<file path="src/rtl/cbc_chain_pkg.sv">
package cbc_chain_pkg;
  localparam int unsigned BLK_W     = 128;
  localparam int unsigned WORD_W    = 32;
  localparam int unsigned CTRL_W    = 32;
  localparam int unsigned EN_BIT    = 0;
  localparam int unsigned DEC_BIT   = 1;
  localparam int unsigned CARRY_BIT = 2;
  localparam int unsigned CNT_LSB   = 8;

  typedef enum logic [2:0] {
    ST_IDLE,
    ST_FETCH,
    ST_CORE,
    ST_WAIT,
    ST_EMIT
  } seq_state_e;

  typedef struct packed {
    logic en;
    logic dec;
    logic carry;
  } cmd_mode_t;
endpackage

</file>
<file path="src/rtl/cbc_word_loader.sv">
module cbc_word_loader #(
  parameter int unsigned WORD_W = 32,
  parameter int unsigned WORDS  = 4
) (
  input  logic                     clk_i,
  input  logic                     rst_ni,
  input  logic                     wr_i,
  input  logic [WORD_W-1:0]        wdata_i,
  output logic [WORD_W*WORDS-1:0]  value_o
);
  localparam int unsigned IDX_W = (WORDS > 1) ? $clog2(WORDS) : 1;
  localparam int unsigned STG_W = WORD_W * (WORDS - 1);
  localparam logic [IDX_W-1:0] LAST_IDX = IDX_W'(WORDS - 1);

  logic [IDX_W-1:0]        idx_q;
  logic [STG_W-1:0]        stage_q;
  logic [WORD_W*WORDS-1:0] value_q;

  // earlier words sit higher; the final word completes the value in one edge
  always_ff @(posedge clk_i or negedge rst_ni) begin
    if (!rst_ni) begin
      idx_q   <= '0;
      stage_q <= '0;
      value_q <= '0;
    end else if (wr_i) begin
      if (idx_q == LAST_IDX) begin
        value_q <= {stage_q, wdata_i};
        idx_q   <= '0;
      end else begin
        stage_q <= (stage_q << WORD_W) | STG_W'(wdata_i);
        idx_q   <= idx_q + IDX_W'(1);
      end
    end
  end

  assign value_o = value_q;
endmodule

</file>
<file path="src/rtl/cbc_seq_ctrl.sv">
module cbc_seq_ctrl
  import cbc_chain_pkg::*;
#(
  parameter int unsigned CNT_W = 8
) (
  input  logic              clk_i,
  input  logic              rst_ni,
  input  logic              ctrl_wr_i,
  input  logic [CTRL_W-1:0] ctrl_wdata_i,
  input  logic              src_valid_i,
  input  logic              core_req_ready_i,
  input  logic              core_rsp_valid_i,
  input  logic              snk_ready_i,
  output cmd_mode_t         mode_o,
  output logic              load_iv_o,
  output logic              fetch_o,
  output logic              rsp_fire_o,
  output logic              src_ready_o,
  output logic              core_req_valid_o,
  output logic              core_rsp_ready_o,
  output logic              snk_valid_o,
  output logic              busy_o,
  output logic              done_o
);
  seq_state_e       state_q, state_d;
  logic [CNT_W-1:0] cnt_q;
  cmd_mode_t        mode_q;
  logic             done_q;
  logic             start, emit_fire, last_blk;
  cmd_mode_t        wr_mode;
  logic             unused_ctrl_bits;

  assign wr_mode.en    = ctrl_wdata_i[EN_BIT];
  assign wr_mode.dec   = ctrl_wdata_i[DEC_BIT];
  assign wr_mode.carry = ctrl_wdata_i[CARRY_BIT];
  assign unused_ctrl_bits = ^{ctrl_wdata_i[CTRL_W-1:CNT_LSB+CNT_W], ctrl_wdata_i[CNT_LSB-1:3]};

  assign start     = ctrl_wr_i && (state_q == ST_IDLE);
  assign emit_fire = (state_q == ST_EMIT) && snk_ready_i;
  assign last_blk  = (cnt_q == '0);

  always_comb begin
    state_d = state_q;
    unique case (state_q)
      ST_IDLE:  if (ctrl_wr_i) state_d = ST_FETCH;
      ST_FETCH: if (src_valid_i) state_d = mode_q.en ? ST_CORE : ST_EMIT;
      ST_CORE:  if (core_req_ready_i) state_d = ST_WAIT;
      ST_WAIT:  if (core_rsp_valid_i) state_d = ST_EMIT;
      ST_EMIT:  if (snk_ready_i) state_d = last_blk ? ST_IDLE : ST_FETCH;
      default:  state_d = ST_IDLE;
    endcase
  end

  always_ff @(posedge clk_i or negedge rst_ni) begin
    if (!rst_ni) begin
      state_q <= ST_IDLE;
      cnt_q   <= '0;
      mode_q  <= '0;
      done_q  <= 1'b0;
    end else begin
      state_q <= state_d;
      done_q  <= emit_fire && last_blk;
      if (start) begin
        mode_q <= wr_mode;
        cnt_q  <= ctrl_wdata_i[CNT_LSB +: CNT_W];
      end else if (emit_fire && !last_blk) begin
        cnt_q <= cnt_q - CNT_W'(1);
      end
    end
  end

  assign mode_o           = mode_q;
  assign load_iv_o        = start && wr_mode.en && !wr_mode.carry;
  assign src_ready_o      = (state_q == ST_FETCH);
  assign fetch_o          = src_ready_o && src_valid_i;
  assign core_req_valid_o = (state_q == ST_CORE);
  assign core_rsp_ready_o = (state_q == ST_WAIT);
  assign rsp_fire_o       = core_rsp_ready_o && core_rsp_valid_i;
  assign snk_valid_o      = (state_q == ST_EMIT);
  assign busy_o           = (state_q != ST_IDLE);
  assign done_o           = done_q;
endmodule

</file>
<file path="src/rtl/cbc_chain_datapath.sv">
module cbc_chain_datapath
  import cbc_chain_pkg::*;
(
  input  logic             clk_i,
  input  logic             rst_ni,
  input  cmd_mode_t        mode_i,
  input  logic             load_iv_i,
  input  logic             fetch_i,
  input  logic             rsp_fire_i,
  input  logic [BLK_W-1:0] iv_i,
  input  logic [BLK_W-1:0] src_data_i,
  input  logic [BLK_W-1:0] core_rsp_data_i,
  output logic [BLK_W-1:0] core_req_data_o,
  output logic [BLK_W-1:0] snk_data_o
);
  logic [BLK_W-1:0] blk_q, res_q, chain_q;

  always_ff @(posedge clk_i or negedge rst_ni) begin
    if (!rst_ni) begin
      blk_q   <= '0;
      res_q   <= '0;
      chain_q <= '0;
    end else begin
      if (load_iv_i) chain_q <= iv_i;
      if (fetch_i) begin
        blk_q <= src_data_i;
        if (!mode_i.en) res_q <= src_data_i;  // copy path
      end
      if (rsp_fire_i) begin
        if (mode_i.dec) begin
          res_q   <= core_rsp_data_i ^ chain_q;
          chain_q <= blk_q;
        end else begin
          res_q   <= core_rsp_data_i;
          chain_q <= core_rsp_data_i;
        end
      end
    end
  end

  assign core_req_data_o = mode_i.dec ? blk_q : (blk_q ^ chain_q);
  assign snk_data_o      = res_q;
endmodule

</file>
<file path="src/rtl/cbc_chain_engine.sv">
module cbc_chain_engine
  import cbc_chain_pkg::*;
#(
  parameter int unsigned CNT_W = 8
) (
  input  logic              clk_i,
  input  logic              rst_ni,
  input  logic              key_wr_i,
  input  logic [WORD_W-1:0] key_wdata_i,
  input  logic              iv_wr_i,
  input  logic [WORD_W-1:0] iv_wdata_i,
  input  logic              ctrl_wr_i,
  input  logic [CTRL_W-1:0] ctrl_wdata_i,
  input  logic              src_valid_i,
  input  logic [BLK_W-1:0]  src_data_i,
  output logic              src_ready_o,
  output logic              core_req_valid_o,
  input  logic              core_req_ready_i,
  output logic [BLK_W-1:0]  core_req_data_o,
  output logic              core_req_dec_o,
  output logic [BLK_W-1:0]  core_key_o,
  input  logic              core_rsp_valid_i,
  output logic              core_rsp_ready_o,
  input  logic [BLK_W-1:0]  core_rsp_data_i,
  output logic              snk_valid_o,
  input  logic              snk_ready_i,
  output logic [BLK_W-1:0]  snk_data_o,
  output logic              busy_o,
  output logic              done_o
);
  localparam int unsigned LOAD_WORDS = BLK_W / WORD_W;

  logic [BLK_W-1:0] key_val, iv_val;
  cmd_mode_t        mode;
  logic             load_iv, fetch, rsp_fire;

  cbc_word_loader #(.WORD_W(WORD_W), .WORDS(LOAD_WORDS)) u_key_ld (
    .clk_i   (clk_i),
    .rst_ni  (rst_ni),
    .wr_i    (key_wr_i),
    .wdata_i (key_wdata_i),
    .value_o (key_val)
  );

  cbc_word_loader #(.WORD_W(WORD_W), .WORDS(LOAD_WORDS)) u_iv_ld (
    .clk_i   (clk_i),
    .rst_ni  (rst_ni),
    .wr_i    (iv_wr_i),
    .wdata_i (iv_wdata_i),
    .value_o (iv_val)
  );

  cbc_seq_ctrl #(.CNT_W(CNT_W)) u_ctrl (
    .clk_i            (clk_i),
    .rst_ni           (rst_ni),
    .ctrl_wr_i        (ctrl_wr_i),
    .ctrl_wdata_i     (ctrl_wdata_i),
    .src_valid_i      (src_valid_i),
    .core_req_ready_i (core_req_ready_i),
    .core_rsp_valid_i (core_rsp_valid_i),
    .snk_ready_i      (snk_ready_i),
    .mode_o           (mode),
    .load_iv_o        (load_iv),
    .fetch_o          (fetch),
    .rsp_fire_o       (rsp_fire),
    .src_ready_o      (src_ready_o),
    .core_req_valid_o (core_req_valid_o),
    .core_rsp_ready_o (core_rsp_ready_o),
    .snk_valid_o      (snk_valid_o),
    .busy_o           (busy_o),
    .done_o           (done_o)
  );

  cbc_chain_datapath u_dp (
    .clk_i           (clk_i),
    .rst_ni          (rst_ni),
    .mode_i          (mode),
    .load_iv_i       (load_iv),
    .fetch_i         (fetch),
    .rsp_fire_i      (rsp_fire),
    .iv_i            (iv_val),
    .src_data_i      (src_data_i),
    .core_rsp_data_i (core_rsp_data_i),
    .core_req_data_o (core_req_data_o),
    .snk_data_o      (snk_data_o)
  );

  assign core_req_dec_o = mode.dec;
  assign core_key_o     = key_val;
endmodule

</file>
<file path="config.mk">
export PLATFORM = sky130hd
export DESIGN_NAME = cbc_chain_engine
export DESIGN_NICKNAME = d
export VERILOG_FILES = /design/src/rtl/cbc_chain_pkg.sv /design/src/rtl/cbc_word_loader.sv /design/src/rtl/cbc_seq_ctrl.sv /design/src/rtl/cbc_chain_datapath.sv /design/src/rtl/cbc_chain_engine.sv
export SDC_FILE = /design/constraint.sdc
export NUM_CORES = 2
export LEC_CHECK = 0
export ABC_CLOCK_PERIOD_IN_PS = 3700
export BUFFER_PORTS_ARGS = -buffer_cell sky130_fd_sc_hd__buf_2
export CORE_MARGIN = 4
export CORE_UTILIZATION = 30
export CTS_BUF_LIST = sky130_fd_sc_hd__clkbuf_8 sky130_fd_sc_hd__clkbuf_16
export CTS_CLUSTER_DIAMETER = 50
export DETAILED_ROUTE_END_ITERATION = 8
export GPL_TIMING_DRIVEN = 1
export PLACE_DENSITY = 0.48
export REMOVE_ABC_BUFFERS = 1
export SYNTH_ARGS = -nofsm -noshare
export SYNTH_HDL_FRONTEND = slang
export SYNTH_SLANG_ARGS = --single-unit
</file>
<file path="constraint.sdc">
create_clock -name clk_i -period 3.7 [get_ports clk_i]
set_clock_uncertainty 0.1 [all_clocks]
set_input_delay 1.11 -clock clk_i [delete_from_list [all_inputs] [get_ports clk_i]]
set_output_delay 1.11 -clock clk_i [all_outputs]
set_load 0.005 [all_outputs]
</file>
==> results.md <==
* Post-route core utilization at 0.383
* Routability Congestion at 0.813
* WP buf/inv at 3
* Yosys Warn Count at 0
* Insertion delay to the later sink of the worst-skew pair at 0.71 ns
* Maximum clock path buffer count at 3
* Avg WL per Cell at 20.2 um
* Yosys top cell area share at 0.551
* Initial Utilization at 0.302
* Row count at 131
* Cell Chain, Critical Path: buf_12 > buf_4 > nand2b_1 > xnor2_1 > buf_2
* Crit path max-delay cell type: dfrtp_4
* Detail Placement HPWL at 83.1 mm
* Register area share after synthesis at 0.551
* Pre-Repair DR Iteration Count at 5
* Worst VDD drop at 0.477 mV
* CTS tree: yes
* CTS sink cnt at 850
* Final #Nets at 4377
* Final instance area at 0.0489 mm2
* GRT overflow at 0
* Max Cap Viol at 0
* Post-Place Cell Area at 0.0446 mm2
* WP data arrival at 2.33 ns
* Hold Violations, Final at 0
* Async SR Flop Fraction at 1.00
* Core area at 0.128 mm2
* Crit-path max FO at 16
* H-tree Lvls at 3
* Cells after synthesis at 3283
* Vias per inst at 4.68
* Total setup buffers inserted after CTS at 5
* Family with the most delay on the worst path: buffers and inverters
* Synth top area cells: dfrtp_1, mux2_2, nand2_1
* Syn Area/Cell at 11.8 um2
* Most frequent cell after synthesis: dfrtp_1
* Required @ worst endpoint at 2.49 ns
* Share of cells above drive strength 1 at 0.403
* Max-slew violation count at 0
* Synth cell types at 46
* Post-placement cell count at 5551
* Critical Path Source Type: flop
* Full die area at 0.135 mm2
* Power per Cell Area at 935 mW/mm2
* Yosys reg bits at 850
* Initial antenna violation count at 49
* Root buffer cell: clkbuf_16
* Num ports at 752
* Wirelength, routed at 117 mm
* Final Instance Count excl. Fillers at 5797
* Worst setup path category: flop to primary output
* Final-report setup violation count at 0
* Vias in the first global route at 28300
* Drt drc at 0
* Die width at 367 um
* Tightest Pin Transition at 0.819 ns
* Starting DRT DRC Count at 1396
* Die height at 367 um
* Crit path time final at 3.54 ns
* Port-buffer cells at 730
* Largest net degree at the start of global routing at 125
* Most common flop cell mapped by yosys: dfrtp_1
* Hold Slack at 0.291 ns
* Post-synth EDFFs at 0
* Clock Pin Slew Worst Setup and Hold Paths at 0.07 ns
* Post-CTS Hold Buffers at 0
* Max transition margin at 0.454
* Max Freq at 283 MHz
* Crit end category: primary output
* Biggest area consumer among synthesized cells: dfrtp_1
* Area growth syn-to-layout at 26.6%
* Global-route wire length before repair at 179 mm
* Hold Path Class: primary input to asynchronous set/reset pin
* Mapped cell area at 0.0386 mm2
* Post-CTS sizing at 0
* DR vias at 27200
* Total negative setup slack at 0 ns
* Most common library cells after synthesis: dfrtp_1, mux2_2, nand2_1, a21oi_1, nor2_1
* RSZ-0062 raised after global routing: no
* Tot GR Track Use at 0.172
* Antenna-violating nets left at 0
* CTS buffer count at 116
* Period utilization at 0.956
* Leak at 22.1 nW
* Worst path max stage delay at 0.53 ns
* Status: completed
## layout by cell type, fill, tap and decap left out, drive strengths merged, types with 2 or more instances in the layout
cell	Yosys	routed
clkinv	0	33
or3	2	2
ha	4	4
xor2	126	126
a21oi	255	255
dfrtp	850	850
inv	6	24
mux2i	131	131
clkinvlp	0	12
o211ai	3	3
nor2	139	139
nand2	405	405
nand4	2	2
bufinv	0	18
and4bb	2	2
nor3	3	3
diode	0	27
a31oi	8	8
buf	113	836
nor3b	5	5
clkbuf	112	133
nand2b	131	131
nand4b	2	2
a22oi	124	124
nor2b	3	3
xnor2	133	133
o21ai	132	132
mux2	578	578
## where the power goes
| group | switching (mW) | internal, mW | leakage, nW |
|---|---|---|---|
| logic | 8.15 | 8.62 | 9.91 |
| clock network | 4.44 | 7.38 | 2.05 |
| registers | 3.22 | 13.9 | 10.2 |
| total | 15.8 | 29.9 | 22.1 |
## worst reg2reg max path: cells and delay by family, from the launching register on
family	cells	cell delay (ns)
buf+inv	1	0.50
flops	1	0.54
simple gates	1	0.49
mux	1	0.61
## worst paths after layout
kind                              startpoint  cells after the start  slack, ns              endpoint
max                         u_ctrl.mode_o[1]                      5       0.16   core_req_data_o[87]
min                                   rst_ni                      1       0.29        u_dp.blk_q[89]
max reg2reg                u_ctrl.state_q[2]                      3       1.33        u_dp.blk_q[95]
min reg2reg                u_key_ld.idx_q[0]                      1       0.38     u_key_ld.idx_q[0]
max in group asynchronous             rst_ni                      2       2.25  u_key_ld.stage_q[88]
min in group clk_i         u_key_ld.idx_q[0]                      1       0.38     u_key_ld.idx_q[0]
## layout make-up
cell class,count,area (um2)
well taps,1662,2080
flip-flops and latches,850,21300
clock buffers,133,3160
repair buffers,836,4930
fillers,12600,78800
diodes,27,67.6
inverters,6,22.5
multi-input cells,2202,16400
clock inverters,81,981
## through the flow
stage | setup WS [ns] | power [mW]
floorplan | -6.40 | 26.8
global placement | 0.714 | 34.0
detailed placement | 0.697 | 34.3
CTS | 0.0687 | 46.5
global route | 0.0532 | 49.0
finish | 0.161 | 45.7
## registers in the layout, indices dropped and copies added (netlist names)
| register | flops |
|---|---|
| u_ctrl.mode_o | 2 |
| u_ctrl.cnt_q | 8 |
| u_key_ld.value_o | 128 |
| u_ctrl.state_q | 3 |
| u_dp.snk_data_o | 128 |
| u_iv_ld.idx_q | 2 |
| u_key_ld.idx_q | 2 |
| u_dp.chain_q | 128 |
| u_ctrl.done_o | 1 |
| u_iv_ld.value_o | 128 |
| u_key_ld.stage_q | 96 |
| u_iv_ld.stage_q | 96 |
| u_dp.blk_q | 128 |
## kinds of logic after synthesis
| group | Yosys count | share of synthesized area |
|---|---|---|
| DFF | 850 | 0.551 |
| muxes | 710 | 0.203 |
| and+or+nand+nor | 701 | 0.0803 |
| AOI/OAI and AO/OA | 528 | 0.0788 |
| xor gates and xnor gates | 259 | 0.0587 |
| buffers and inverters | 231 | 0.0269 |
| adders and majority gates | 4 | 0.00130 |
## routing by layer
metal	vias to the layer above	global-route usage	routed length [um]
li1	12800	-	-
met1	13400	0.214	49600
met2	721	0.277	54200
met3	190	0.0687	10500
met4	28	0.0438	2610
met5	-	0	196
Power figures use the tool's default switching activity.
